[config.mk]
export PLATFORM = sky130hd
export DESIGN_NAME = clk_owner_sem
export DESIGN_NICKNAME = d
export VERILOG_FILES = /design/src/rtl/clk_owner_sem.sv
export SDC_FILE = /design/constraint.sdc
export NUM_CORES = 1
export LEC_CHECK = 0
export CAP_MARGIN = 20
export CELL_PAD_IN_SITES_DETAIL_PLACEMENT = 0
export CELL_PAD_IN_SITES_GLOBAL_PLACEMENT = 2
export CORE_ASPECT_RATIO = 1.25
export CORE_MARGIN = 4
export CORE_UTILIZATION = 12
export DETAILED_ROUTE_END_ITERATION = 12
export PLACE_DENSITY_LB_ADDON = 0.1
export SLEW_MARGIN = 40
export SYNTH_ARGS = -nofsm -noshare
export SYNTH_HDL_FRONTEND = slang
export SYNTH_SLANG_ARGS = --single-unit
[constraint.sdc]
create_clock -name clk -period 3.1 [get_ports clk]
set_clock_uncertainty 0.05 [all_clocks]
set_input_delay 0.62 -clock clk [delete_from_list [all_inputs] [get_ports clk]]
set_output_delay 0.62 -clock clk [all_outputs]
set_load 0.005 [all_outputs]
[src/rtl/clk_owner_sem.sv]
module clk_owner_sem #(
  parameter int ADDR_W = 8,
  parameter int DATA_W = 32
) (
  input  logic              clk,
  input  logic              rst_n,
  input  logic              a_req_we,
  input  logic [1:0]        a_req_data,
  input  logic              b_req_we,
  input  logic [1:0]        b_req_data,
  input  logic              a_cfg_we,
  input  logic [ADDR_W-1:0] a_cfg_addr,
  input  logic [DATA_W-1:0] a_cfg_wdata,
  input  logic              b_cfg_we,
  input  logic [ADDR_W-1:0] b_cfg_addr,
  input  logic [DATA_W-1:0] b_cfg_wdata,
  output logic              cfg_we,
  output logic [ADDR_W-1:0] cfg_addr,
  output logic [DATA_W-1:0] cfg_wdata,
  output logic [1:0]        sem_state,
  output logic              owner_is_b,
  output logic              a_refused,
  output logic              b_refused
);

  localparam logic [1:0] IDLE   = 2'b00;
  localparam logic [1:0] A_HELD = 2'b10;
  localparam logic [1:0] B_HELD = 2'b01;

  logic [1:0] sem_q, sem_d;
  logic       a_take, a_drop, b_take, b_drop;
  logic       a_ok, b_ok;

  assign a_take = a_req_we && sem_q == IDLE   && a_req_data == A_HELD;
  assign a_drop = a_req_we && sem_q == A_HELD && a_req_data == IDLE;
  assign b_take = b_req_we && sem_q == IDLE   && b_req_data == B_HELD && !a_take;
  assign b_drop = b_req_we && sem_q == B_HELD && b_req_data == IDLE;
  assign a_ok   = a_take || a_drop;
  assign b_ok   = b_take || b_drop;

  always_comb begin
    sem_d = sem_q;
    if (a_take)      sem_d = A_HELD;
    else if (b_take) sem_d = B_HELD;
    else if (a_drop || b_drop) sem_d = IDLE;
  end

  always_ff @(posedge clk or negedge rst_n) begin
    if (!rst_n) begin
      sem_q     <= IDLE;
      a_refused <= 1'b0;
      b_refused <= 1'b0;
    end else begin
      sem_q     <= sem_d;
      a_refused <= a_req_we && !a_ok;
      b_refused <= b_req_we && !b_ok;
    end
  end

  assign sem_state  = sem_q;
  assign owner_is_b = sem_q == B_HELD;
  assign cfg_we     = owner_is_b ? b_cfg_we    : a_cfg_we;
  assign cfg_addr   = owner_is_b ? b_cfg_addr  : a_cfg_addr;
  assign cfg_wdata  = owner_is_b ? b_cfg_wdata : a_cfg_wdata;

  assert_never_11_R8: assert property (@(posedge clk) disable iff (!rst_n)
    sem_state != 2'b11);

  assert_no_a_to_b_R6: assert property (@(posedge clk) disable iff (!rst_n)
    sem_state == A_HELD |=> sem_state != B_HELD);

  assert_no_b_to_a_R6: assert property (@(posedge clk) disable iff (!rst_n)
    sem_state == B_HELD |=> sem_state != A_HELD);

  assert_b_claim_refused_R6: assert property (@(posedge clk) disable iff (!rst_n)
    (sem_state == A_HELD && b_req_we && b_req_data == B_HELD) |=> b_refused);

  assert_a_claim_refused_R6: assert property (@(posedge clk) disable iff (!rst_n)
    (sem_state == B_HELD && a_req_we && a_req_data == A_HELD) |=> a_refused);

  assert_tie_a_wins_R9: assert property (@(posedge clk) disable iff (!rst_n)
    (sem_state == IDLE && a_req_we && a_req_data == A_HELD &&
     b_req_we && b_req_data == B_HELD) |=> (sem_state == A_HELD && b_refused));

  assert_a_blocked_R7: assert property (@(posedge clk) disable iff (!rst_n)
    (sem_state == B_HELD && a_cfg_we && !b_cfg_we) |-> !cfg_we);

  assert_b_blocked_R7: assert property (@(posedge clk) disable iff (!rst_n)
    (sem_state != B_HELD && b_cfg_we && !a_cfg_we) |-> !cfg_we);

  assert_quiet_no_pulse_R10: assert property (@(posedge clk) disable iff (!rst_n)
    (!a_req_we && !b_req_we) |=> (!a_refused && !b_refused && $stable(sem_state)));

endmodule

Yosys cells after proc, flatten, opt, wreduce, memory -nomap -nowiden
Cells that the tools add are included.
{"block": "word_totals", "ff_bits": 4, "latchBits": 0, "mem_bits_rw": 0, "rom_bits": 0, "in_bits": 90, "output_inout_bits": 46, "wordCells": 34, "n_memories": 0}
{"block": "classes", "add_sub_neg": 0, "n_mul": 0, "div_mod_pow": 0, "order_cmp": 0, "eq_ne": 4, "shift": 0, "n_mux": 6, "bitwise": 0, "reduce_logical": 21}
{"op": "two-way mux 32 bit", "n": 1}
{"op": "logical AND 1 bit", "n": 11}
{"op": "two-way mux 8 bit", "n": 1}
{"op": "zero test 2 bit", "n": 3}
{"op": "two-way mux 2 bit", "n": 3}
{"op": "== test 2 x 1 -> 1 bit, second input constant", "n": 2}
{"op": "== test 2 bit, second input constant", "n": 2}
{"op": "zero test 1 bit", "n": 3}
{"op": "logical OR 1 bit", "n": 3}
{"op": "nonzero test 3 bit", "n": 1}
{"op": "two-way mux 1 bit", "n": 1}

Longest topological paths before layout
{"block": "logic_depth", "depth_word": 8, "ltp_mapped": 4, "depth_no_buf": 2}

Worst setup path after synthesis
Ideal clock, no wire load.
{"block": "synth_timing", "path_kind": "register to output", "from": "register sem_q[0] (netlist: sem_state[0])", "to": "output cfg_addr[0]", "t_arrival_ps": 1181, "required_time_ps": 2430, "path_slack_ps": 1249, "path_stages_with_launch": 5, "path_buffers": 2, "path_cell_list": "dfrtp_1 nor2b_2 buf_6 buf_12 mux2_4"}
{"block": "synth_between", "elab_chain_len": 2}
{"item": "start, declared", "line": "30", "source": "logic [1:0] sem_q, sem_d;"}
{"item": "start signal, assigned", "line": "54", "source": "sem_q <= sem_d;"}
{"item": "== test 2 x 1 -> 1 bit", "line": "61", "source": "assign owner_is_b = sem_q == B_HELD;"}
{"item": "two-way mux 8 bit", "line": "63", "source": "assign cfg_addr = owner_is_b ? b_cfg_addr : a_cfg_addr;"}
{"item": "end, declared", "line": "18", "source": "output logic [ADDR_W-1:0] cfg_addr,"}
No other way between the ends.

Final worst setup path
{"block": "layout_timing", "from": "register sem_q[0] (netlist: sem_state[0])", "to": "output cfg_wdata[14]"}
{"block": "layout_between", "elab_chain_len": 2}
{"item": "== test 2 x 1 -> 1 bit", "line": "61"}
{"item": "two-way mux 32 bit", "line": "64", "source": "assign cfg_wdata = owner_is_b ? b_cfg_wdata : a_cfg_wdata;"}
{"item": "end, declared", "line": "19", "source": "output logic [DATA_W-1:0] cfg_wdata,"}
No other way between the ends.

==> run_results.csv <==
group,metric,value,unit
setup_path,cp-start-kind,"flop",
logic_synthesis,syn_inst,65,
floorplanning,num_io_pins,136,
place,dp_hpwl,3.78,mm
power_and_ir_drop,p_per_area,595,nW/um^2
clocking,cts_max_level,1,
grt,grt_pass1_wl,6.31,mm
logic_synthesis,async_flop_share,100,%
grt,overflow,0,
finish,final-instance-count-excl-fill,292,
grt,met3_usage,2.97,%
place,dp_slack,642,ps
timing,max_freq,379,MHz
grt,antenna_found_initial,0,
power_and_ir_drop,p_leak,0.965,nW
logic_synthesis,syn_area,918,um^2
setup_path,crit_path_top_delay_cell,"clkdlybuf4s50_1",
clocking,cts.sinks,4,
finish,fillers,735,
setup_path,cp_slowest_stage_delay,480,ps
setup_path,end_kind,"output port",
timing,finalSetupTns,0,ps
min_path,hp-class,"primary input to async pin",
run_status,outcome,"finished, final reports clean",
floorplanning,die_h,106,um
route,drt_drc_violations_left,0,
clocking,clock-root-buffer,"clkbuf_8",
logic_synthesis,syn_area_per_cell,14.1,um^2
power_and_ir_drop,power,1.41,mW
route,drtAntennaViolNets,0,
timing,finalCritPeriodShare,85.2,%
timing,maxSlewViolCount,0,
finish,fin_nets,292,
clocking,hold_buffers,0,
route,wl_per_cell,14.8,um
floorplanning,fp.coreArea,7400,um^2
finish,drive_gt1_share,24.5,%
grt,grt_start_max_net_pins,31,
route,viasPerCell,3.68,
flow_run,drv_cap,0,
logic_synthesis,synth_ff_type,"dfrtp_1",
logic_synthesis,postSynthNetCount,155,
timing,rsz0062_at_grt,"no",
place,gp_congestion,0.764,
finish,n_antenna_cell,0,
floorplanning,fp-row-count,35,
setup_path,crit_required,2430,ps
clocking,clockBufferDepth,2,
logic_synthesis,ys_seq_elements,4,
setup_path,worstPathMaxFanout,12,
logic_synthesis,ys_seq_area_share,10.9,%
clocking,tritoncts,"built",
timing,fin_ws,459,ps
setup_path,path_cells,"nor2b_4 > buf_4 > mux2_4 > clkdlybuf4s50_1",
timing,hold_ws,548,ps
route,wl,4.32,mm
route,via_count,1076,
timing,finalHoldViolCount,0,
timing,worst_slew_pin_slew,467,ps
power_and_ir_drop,ir_drop,482,uV
place,numPortBuffers,135,
place,placedCellCount,289,
clocking,clk_pin_slew,40,ps
grt,grt_most_used_layer,"met2",
clocking,cts-resized-gates,0,
setup_path,cp.arrival,1970,ps
grt,grt_use_total,8.86,%
timing,finalSetupViolCount,0,
finish,area_growth,158,%
logic_synthesis,synth_cell_type_count,16,
logic_synthesis,synth_warnings,0,
floorplanning,die_w,86.2,um
timing,fin_crit,2640,ps
clocking,numCtsBuffers,3,
grt,met2_usage,18.5,%
logic_synthesis,synth_enable_flop_cells,0,
route,first_pass_iters,3,
grt,grtUsageMet1,8.29,%
floorplanning,floorplan.initialDensity,12.4,%
route,drt_iter0_markers,12,
clocking,insertion_delay,220,ps
setup_path,path_class,"flop to output port",
timing,slew-limit-headroom,68.4,%
floorplanning,dieArea,9130,um^2
clocking,cts_setup_buffers,0,
grt,first_global_vias,1171,
## path summary, 6_finish.rpt
path,endpoint,slack [ps],cells past startpoint,startpoint
min in group clk,sem_state[0]$_DFFE_PN0P_,610,2,sem_state[0]$_DFFE_PN0P_
worst min-delay path,sem_state[0]$_DFFE_PN0P_,550,1,rst_n
worst max register to register,sem_state[1]$_DFFE_PN0P_,1770,2,sem_state[0]$_DFFE_PN0P_
worst max-delay path,cfg_wdata[14],460,4,sem_state[0]$_DFFE_PN0P_
max in group asynchronous,sem_state[1]$_DFFE_PN0P_,2280,1,rst_n
worst min register to register,sem_state[0]$_DFFE_PN0P_,610,2,sem_state[0]$_DFFE_PN0P_
## sequential cells by signal (all words and copies together), names as in the netlist
register / count
a_refused: 1
b_refused: 1
sem_state: 2
## report_power, final
part / leakage, nW / internal [mW] / switching (mW) / total, mW
clock network: 0.0216 / 0.0828 / 0.0272 / 0.110
registers: 0.0480 / 0.0700 / 0.0339 / 0.104
logic: 0.895 / 0.834 / 0.360 / 1.19
total: 0.965 / 0.987 / 0.421 / 1.41
## metrics by stage
| step | cell area, um^2 | util [%] |
|---|---|---|
| 5_1_grt | 2370 | 32.0 |
| 2_1_floorplan | 918 | - |
| 6_report | 2370 | 32.0 |
| 4_1_cts | 2370 | 32.0 |
| 3_5_place_dp | 2330 | 31.4 |
| 3_3_place_gp | 2330 | 31.4 |
## worst max-delay path, delay by kind of cell (launching register included)
family	cells	cell delay, ps
buffers and inverters	2	750
flip-flops	1	460
multiplexers	1	320
AND/OR/NAND/NOR	1	220
## layout make-up
cell class / instances / area (um^2) / share of cell area (%)
Timing Repair Buffer: 137 / 1380 / 58.2
Multi-Input combinational cell: 54 / 724 / 30.6
Tap cell: 92 / 115 / 4.86
Sequential cell: 4 / 100 / 4.23
Clock buffer: 3 / 41.3 / 1.74
Inverter: 2 / 7.51 / 0.317
## layer usage
metal	routed length [um]	share of wire, %
met1	1350	31
met2	2450	57
met3	519	12
met4	0	0
met5	0	0
## Yosys cell counts, types with 2 or more instances
library cell / number / area (um^2)
mux2_4: 39 / 586
buf_12: 4 / 80.1
dfrtp_1: 4 / 100
nor4b_1: 3 / 26.3
a211oi_1: 2 / 15.0
inv_1: 2 / 7.51
mux2_2: 2 / 22.5
## cell usage in the layout (no fill, tap or decap), drive strengths merged
master	synthesis	routed
clkdlybuf4s50	0	135
mux2	41	41
dfrtp	4	4
nor4b	3	3
clkbuf	0	3
inv	2	2
a211oi	2	2
or3b	2	2
buf	5	2
nor2b	1	1
xnor2	1	1
o31a	1	1
nand3b	1	1
nor4bb	1	1
a21o	1	1
## kinds of logic after synthesis
kind of cell / count (synthesis) / share of synthesized area (%)
compound gates: 4 / 3.54
xor+xnor: 1 / 0.954
buf+inv: 7 / 10.8
flops: 4 / 10.9
mux: 41 / 66.2
simple gates: 8 / 7.63
Note: power is estimated with default switching activity, not from simulation.
